[src/rtl/gpio_port_pkg.sv]
// Package: shared sizes and pin roles of the I/O port.
// Assumes pins 0 and 1 carry comparator inputs, pin 2 the override chain,
// and pin 3 is input-only.
package gpio_port_pkg;
    localparam int PORT_W     = 8;  // width of the port register seen by the core
    localparam int PIN_N      = 4;  // physical pins
    localparam int PIN_MULTI  = 2;  // pin with the override chain
    localparam int PIN_INONLY = 3;  // input-only / master-clear pin

    typedef struct packed {
        logic clkout_en;
        logic fosc4_val;
        logic cmp_out_en;
        logic cmp_out_val;
        logic tmr_clk_sel;
        logic cmp_in_en;
    } alt_ctrl_t;
endpackage

[src/rtl/gpio_sync.sv]
// Module: multi-stage level synchronizer for pad inputs.
// Assumes STAGES >= 1; resets every stage to zero.
module gpio_sync #(
    parameter int W      = 4,
    parameter int STAGES = 2
) (
    input  logic         clk,
    input  logic         rst_n,
    input  logic [W-1:0] d,
    output logic [W-1:0] q
);
    logic [W-1:0] stage_q [STAGES];

    // shift the raw levels through the synchronizer chain
    always_ff @(posedge clk) begin
        if (!rst_n) begin
            for (int s = 0; s < STAGES; s++) stage_q[s] <= '0;
        end else begin
            stage_q[0] <= d;
            for (int s = 1; s < STAGES; s++) stage_q[s] <= stage_q[s-1];
        end
    end

    assign q = stage_q[STAGES-1];
endmodule

[src/rtl/gpio_pin_mux.sv]
// Module: driver enable, output value and pull-up selection per pin.
// Assumes the fixed pin roles from gpio_port_pkg; purely combinational.
module gpio_pin_mux
    import gpio_port_pkg::*;
#(
    parameter int N = PIN_N
) (
    input  logic [N-2:0] dir_q,    // direction bits of the drivable pins
    input  logic [N-1:0] out_q,    // output latch
    input  alt_ctrl_t    alt,
    input  logic         pu_en,
    input  logic         mclr_mode,
    output logic [N-1:0] oe,
    output logic [N-1:0] out,
    output logic [N-1:0] pu
);
    // resolve ownership of each pin by fixed priority
    always_comb begin
        oe  = '0;
        out = out_q;
        for (int i = 0; i < N - 1; i++) begin
            if (i == PIN_MULTI) begin
                if (alt.clkout_en) begin
                    oe[i]  = 1'b1;
                    out[i] = alt.fosc4_val;
                end else if (alt.cmp_out_en) begin
                    oe[i]  = 1'b1;
                    out[i] = alt.cmp_out_val;
                end else if (alt.tmr_clk_sel) begin
                    oe[i]  = 1'b0;
                end else begin
                    oe[i]  = ~dir_q[i];
                end
            end else begin
                oe[i] = alt.cmp_in_en ? 1'b0 : ~dir_q[i];
            end
        end
        oe[PIN_INONLY] = 1'b0;
    end

    // global pull-up enable, suppressed on actively driven pins
    always_comb begin
        pu = '0;
        for (int i = 0; i < N; i++) begin
            if (i == PIN_INONLY)      pu[i] = pu_en | mclr_mode;
            else if (i != PIN_MULTI)  pu[i] = pu_en & ~oe[i];
        end
    end
endmodule

[src/rtl/gpio_wake_det.sv]
// Module: wake-on-change detector for the monitored pins (0, 1 and 3).
// Assumes synchronized inputs; snapshot and clear happen on the read strobe.
module gpio_wake_det #(
    parameter int M = 3
) (
    input  logic         clk,
    input  logic         rst_n,
    input  logic [M-1:0] mon,        // monitored levels, MSB is the master-clear pin
    input  logic         rd,
    input  logic         wake_en,
    input  logic         mclr_mode,
    output logic         wake_flag
);
    logic [M-1:0] snap_q;
    logic [M-1:0] mask;
    logic         diff;

    // ignore the master-clear pin while it serves as reset
    always_comb begin
        mask        = '1;
        mask[M-1]   = ~mclr_mode;
        diff        = |((mon ^ snap_q) & mask);
    end

    // capture the snapshot at every port read
    always_ff @(posedge clk) begin
        if (!rst_n)  snap_q <= '0;
        else if (rd) snap_q <= mon;
    end

    // sticky flag: read clears, mismatch under enable sets
    always_ff @(posedge clk) begin
        if (!rst_n)               wake_flag <= 1'b0;
        else if (rd)              wake_flag <= 1'b0;
        else if (wake_en && diff) wake_flag <= 1'b1;
    end
endmodule

[src/rtl/mcu_gpio_port.sv]
// Module: four-pin microcontroller I/O port with write-only direction latch,
// pin-level reads, alternate-function overrides, pull-ups and wake-on-change.
// Assumes the core drives one strobe per cycle at most for each latch.
module mcu_gpio_port
    import gpio_port_pkg::*;
#(
    parameter int SYNC_STAGES = 2
) (
    input  logic              clk,
    input  logic              rst_n,
    input  logic              port_wr,
    input  logic [PIN_N-1:0]  wr_data,
    input  logic              dir_load,
    input  logic [PIN_N-2:0]  wreg_data,
    input  logic              port_rd,
    output logic [PORT_W-1:0] rd_data,
    input  logic [PIN_N-1:0]  pin_in,
    output logic [PIN_N-1:0]  pin_out,
    output logic [PIN_N-1:0]  pin_oe,
    output logic [PIN_N-1:0]  pin_pu,
    input  logic              pu_en,
    input  logic              wake_en,
    input  logic              mclr_mode,
    input  logic              cmp_in_en,
    input  logic              cmp_out_en,
    input  logic              cmp_out_val,
    input  logic              tmr_clk_sel,
    input  logic              clkout_en,
    input  logic              fosc4_val,
    output logic              wake_flag
);
    localparam int DRV_N = PIN_N - 1;

    logic [PIN_N-1:0] out_q;
    logic [DRV_N-1:0] dir_q;
    logic [PIN_N-1:0] lvl;
    alt_ctrl_t        alt;

    // output data latch, held until rewritten
    always_ff @(posedge clk) begin
        if (!rst_n)       out_q <= '0;
        else if (port_wr) out_q <= wr_data;
    end

    // write-only direction latch, all inputs after reset
    always_ff @(posedge clk) begin
        if (!rst_n)        dir_q <= '1;
        else if (dir_load) dir_q <= wreg_data;
    end

    gpio_sync #(.W(PIN_N), .STAGES(SYNC_STAGES)) u_sync (
        .clk   (clk),
        .rst_n (rst_n),
        .d     (pin_in),
        .q     (lvl)
    );

    // read mux: synchronized pin levels, unused upper bits zero
    assign rd_data = {{(PORT_W-PIN_N){1'b0}}, lvl};

    assign alt = '{clkout_en:   clkout_en,
                   fosc4_val:   fosc4_val,
                   cmp_out_en:  cmp_out_en,
                   cmp_out_val: cmp_out_val,
                   tmr_clk_sel: tmr_clk_sel,
                   cmp_in_en:   cmp_in_en};

    gpio_pin_mux #(.N(PIN_N)) u_mux (
        .dir_q     (dir_q),
        .out_q     (out_q),
        .alt       (alt),
        .pu_en     (pu_en),
        .mclr_mode (mclr_mode),
        .oe        (pin_oe),
        .out       (pin_out),
        .pu        (pin_pu)
    );

    gpio_wake_det #(.M(3)) u_wake (
        .clk       (clk),
        .rst_n     (rst_n),
        .mon       ({lvl[PIN_INONLY], lvl[1], lvl[0]}),
        .rd        (port_rd),
        .wake_en   (wake_en),
        .mclr_mode (mclr_mode),
        .wake_flag (wake_flag)
    );
endmodule

[config.mk]
export PLATFORM = sky130hd
export DESIGN_NAME = mcu_gpio_port
export DESIGN_NICKNAME = d
export VERILOG_FILES = /design/src/rtl/gpio_port_pkg.sv /design/src/rtl/gpio_sync.sv /design/src/rtl/gpio_pin_mux.sv /design/src/rtl/gpio_wake_det.sv /design/src/rtl/mcu_gpio_port.sv
export SDC_FILE = /design/constraint.sdc
export NUM_CORES = 1
export LEC_CHECK = 0
export BUFFER_PORTS_ARGS = -buffer_cell sky130_fd_sc_hd__buf_2
export CORE_MARGIN = 4
export CORE_UTILIZATION = 40
export DETAILED_ROUTE_END_ITERATION = 10
export GPL_TIMING_DRIVEN = 0
export HOLD_SLACK_MARGIN = 0.15
export PLACE_DENSITY_LB_ADDON = 0.08
export SYNTH_ARGS = -nofsm -noshare
export SYNTH_HDL_FRONTEND = slang
export SYNTH_SLANG_ARGS = --single-unit
[constraint.sdc]
create_clock -name clk -period 2.3 [get_ports clk]
set_input_delay 0.46 -clock clk [delete_from_list [all_inputs] [get_ports clk]]
set_output_delay 0.46 -clock clk [all_outputs]
set_load 0.005 [all_outputs]
* Word level (Yosys, flattened, before mapping)
Memories as Yosys holds them, arrays and structs flattened. Index checks and enable logic that the tools add are counted.
Storage, ports and cells: output and inout port bits 21, RAM bits 8, logic and storage cells 33, memories kept 1, flip-flop bits (word level) 11, bits of input ports 25
Operators by class: reductions and logical operators 3, bitwise operators 14, multiplexer cells 11
Memories:
- u_sync.stage_q | words 2, width 4, rd ports 2, clocked after memory_dff 0, write ports 2, line gpio_sync.sv:12 | logic [W-1:0] stage_q [STAGES];
Operator list (count):
- two-way mux 1 bit | 9
- two-way mux 4 bit | 2
- inverter 1 bit | 7
- AND 3 bit | 1
- OR 1 bit | 3
- OR reduction 3 bit | 1
- XOR 3 bit | 1
- AND 1 bit | 2
- OR reduction 2 bit | 1
- logical AND 1 bit | 1

* Depth between registers and ports, before layout
An unclocked memory read counts as a cell.
word-level depth 5, gate-level depth with buffers 3, gate-level depth less buffers 3

* By module
A second synthesis with hierarchy kept.
Second synthesis, totals: cells, all modules 81, area total of the unflattened synthesis 808.3 µm²
By module, submodules not included:
- mcu_gpio_port | cells each 27, sequential area each 140.1 µm², area an instance 291.5 µm², times used 1
- gpio_sync | cells each 20, sequential area each 160.2 µm², area an instance 240.2 µm², times used 1
- gpio_wake_det | cells each 18, sequential area each 80.1 µm², area an instance 181.4 µm², times used 1
- gpio_pin_mux | cells each 16, sequential area each 0.0 µm², area an instance 95.1 µm², times used 1

* Worst setup path before layout
No wires, ideal clock.
path kind input-to-output, from input port pu_en, to output port pin_pu[3], stages 1, path slack 1096 ps, data arrival time 744 ps, required time 1840 ps, path buffers 0, cells stage by stage or2_2
On the way: cells in the longest elaborated chain, start to end 1
RTL lines:
- start: declaration | line mcu_gpio_port.sv:21 | input logic pu_en,
- OR 1 bit | line gpio_pin_mux.sv:45 | if (i == PIN_INONLY) pu[i] = pu_en | mclr_mode;
- end: declaration | line mcu_gpio_port.sv:20 | output logic [PIN_N-1:0] pin_pu,
Every way passes these cells.

* Worst setup path in the final report
Same ends and word-level chain as after synthesis.

==> impl_metrics.ini <==
[power]
power_frac_comb = 0.152
seqPwrFrac = 0.584
p_per_area_nw_per_um2 = 561.4
leakage_nw = 0.5850
ir_worst_vdd_uv = 608.3
power.internal_w = 0.0004687
swShare = 0.2213
total_power_w = 0.0006019
p_sw_w = 0.0001332
clkPwrFrac = 0.264

[critical_path]
critPathMostFrequentCell = buf_2
path_cells = buf_2 -> or2_2 -> buf_2
r2r-end = u_wake.wake_flag
timing.critical_path.from = pu_en
r2r-start = u_wake.snap_q[2]
cp_max_fo = 3
arrival_ns = 0.97
required_ns = 1.84
rrSetupSlack_ns = 1.48
reg2reg_depth = 3
crit_slowest_cell = or2_2
critical_path.startpoint_type = input port
critPathMaxStageDelay_ns = 0.28
end_kind = output pin
crit_type = in -> out

[flow_run]
drv_cap = 0

[synth]
syn-cell-area_sq_um = 805.8
syn_area_per_cell_sq_um = 9.948
netlist_instances = 81
ys_types = 16
synth-seq-cells = 19
yosysSeqAreaShare = 0.4720
yosys_warnings = 0

[layout]
drive_gt1_frac = 0.4453
fin_util = 0.5890
num-nets-final = 154
insertedDiodeCount = 0
area_delta_synth_final_pct = 33.07
n_fill_cell = 177

[sta]
hold_violations = 0
setup_viol = 0
final.setup_skew_ns = 0.005125
post-route-period-util = 0.6198
fin_tns_setup_ns = 0
layout_min_cycle_time_ns = 1.426
rsz0062_at_grt = no
fmax_mhz = 701.4
maxSlewViolCount = 0
worst_slack_ns = 0.8744

[worst_hold_path]
hold_depth = 2
worstHoldEndpoint = u_sync.stage_q[0][3]
hold_class = in -> reg
hp-start = pin_in[3]

[clock_network]
clock-sinks = 19
postCtsSetupRepairBufs = 0
cts_made_buffers = 3
cts_buffer_depth = 2
cts_root_buf = clkbuf_4
ctsHoldBuffers = 0
htreeDepth = 1
cts_tree = yes
clk_latency_ns = 0.28
cts_resized = 0
clk_pin_slew_ns = 0.10

[routing]
routed_wl_um = 1424
drc = 0
drt_iter0_drc = 1
antenna_left = 0
routed_via_density = 4.078
vias = 624
first_pass_iters = 2
wl_per_cell_um = 9.307

[global_routing]
grt_antenna_before_repair = 0
grt_pass1_vias = 564
grt_pass1_wl_um = 2249
grt_overflow_total = 0
grt_max_degree = 11
grt_util_all_layers = 0.1073

[floorplan]
start_util = 0.4426
ios = 46
die_w_um = 52.88
die_height_um = 52.88
coreArea_sq_um = 1821
die_area_sq_um = 2796
fp-row-count = 15

[place]
port-buffer-count = 38
pre_cts_slack_ns = 0.8727
place_congestion = 0.5959
dp_hpwl_um = 1171

[run_status]
status = complete, no violations
-- cell usage after synthesis --
cell / count / area share
a21oi_1: 1 / 0.0062
a31oi_1: 1 / 0.0078
and2_1: 8 / 0.062
buf_4: 14 / 0.13
clkbuf_2: 1 / 0.0062
conb_1: 1 / 0.0047
dfxtp_1: 19 / 0.47
inv_1: 1 / 0.0047
mux2i_1: 11 / 0.14
nand2_1: 4 / 0.019
nand2b_1: 1 / 0.0078
nor2_1: 3 / 0.014
nor2b_1: 9 / 0.070
o21ai_0: 3 / 0.019
or2_2: 1 / 0.0078
xor2_1: 3 / 0.033
-- cells in the final DEF (no fill, tap or decap), types with 3 or more instances in the layout --
| master | count |
|---|---|
| and2_1 | 8 |
| buf_2 | 38 |
| buf_4 | 14 |
| clkbuf_4 | 3 |
| conb_1 | 6 |
| dfxtp_1 | 19 |
| mux2i_1 | 11 |
| nand2_1 | 4 |
| nor2_1 | 3 |
| nor2b_1 | 9 |
| o21ai_0 | 3 |
| xor2_1 | 3 |
-- through the flow --
stage               hold slack (ns)  cell area, sq um  instances
global placement             0.4137              1046        149
finish                       0.3736              1072        153
global route                 0.3719              1072        153
CTS                          0.3695              1072        153
floorplan                    0.4118             824.5         86
detailed placement           0.4204              1046        149
-- power by group through the flow --
stage	logic, W	clock network, W	registers, W
4_1_cts	0.0000930	0.000167	0.000352
6_report	0.0000916	0.000159	0.000352
3_3_place_gp	0.0000910	0	0.000359
2_1_floorplan	0.0000522	0	0.000358
3_5_place_dp	0.0000928	0	0.000359
5_1_grt	0.000104	0.000182	0.000354
-- worst max-delay path: cells and delay by family --
family	cells	cell delay [ns]
AND/OR/NAND/NOR	1	0.28
buffers and inverters	2	0.23
-- area by class of cell --
type	instances	area, sq um	area share
flip-flops and latches	19	380.4	0.3547
multi-input cells	51	330.3	0.3081
repair buffers	38	190.2	0.1774
plain buffers	15	110.1	0.1027
well taps	25	31.28	0.02917
clock buffers	4	26.28	0.02450
inverters	1	3.754	0.003501
-- worst max-delay path by stage --
stage                  to  slack, ns  cells past startpoint
2_1_floorplan   pin_pu[3]       1.10                      1
5_1_grt        pin_out[2]       0.83                      3
4_1_cts         pin_pu[3]       0.87                      3
3_5_place_dp    pin_pu[3]       0.87                      3
3_3_place_gp    pin_pu[3]       0.88                      3
6_report        pin_pu[3]       0.87                      3
-- logic make-up (layout without fill, tap and decap cells) --
kind of cell,Yosys count,in the layout,synth area share
muxes,11,11,0.1367
other,1,6,0.004654
and+or+nand+nor,26,26,0.1801
AOI/OAI and AO/OA,5,5,0.03260
DFF,19,19,0.4720
buffers and inverters,16,58,0.1413
xor gates and xnor gates,3,3,0.03261
-- flip-flops by register name, summed over array words and instances (netlist names) --
register / count
dir_q: 3
out_q: 4
u_sync.stage_q: 8
u_wake.wake_flag: 1
u_wake.snap_q: 3
-- per-layer routing --
layer  vias to the layer above  wire [um]  global-route usage
met1                       267        560              0.1190
met2                        25        725              0.2025
met3                         0        138             0.03380
met4                         0          0             0.01277
met5                         -          0                   0
li1                        332          -                   -
Power figures use the tool's default switching activity.
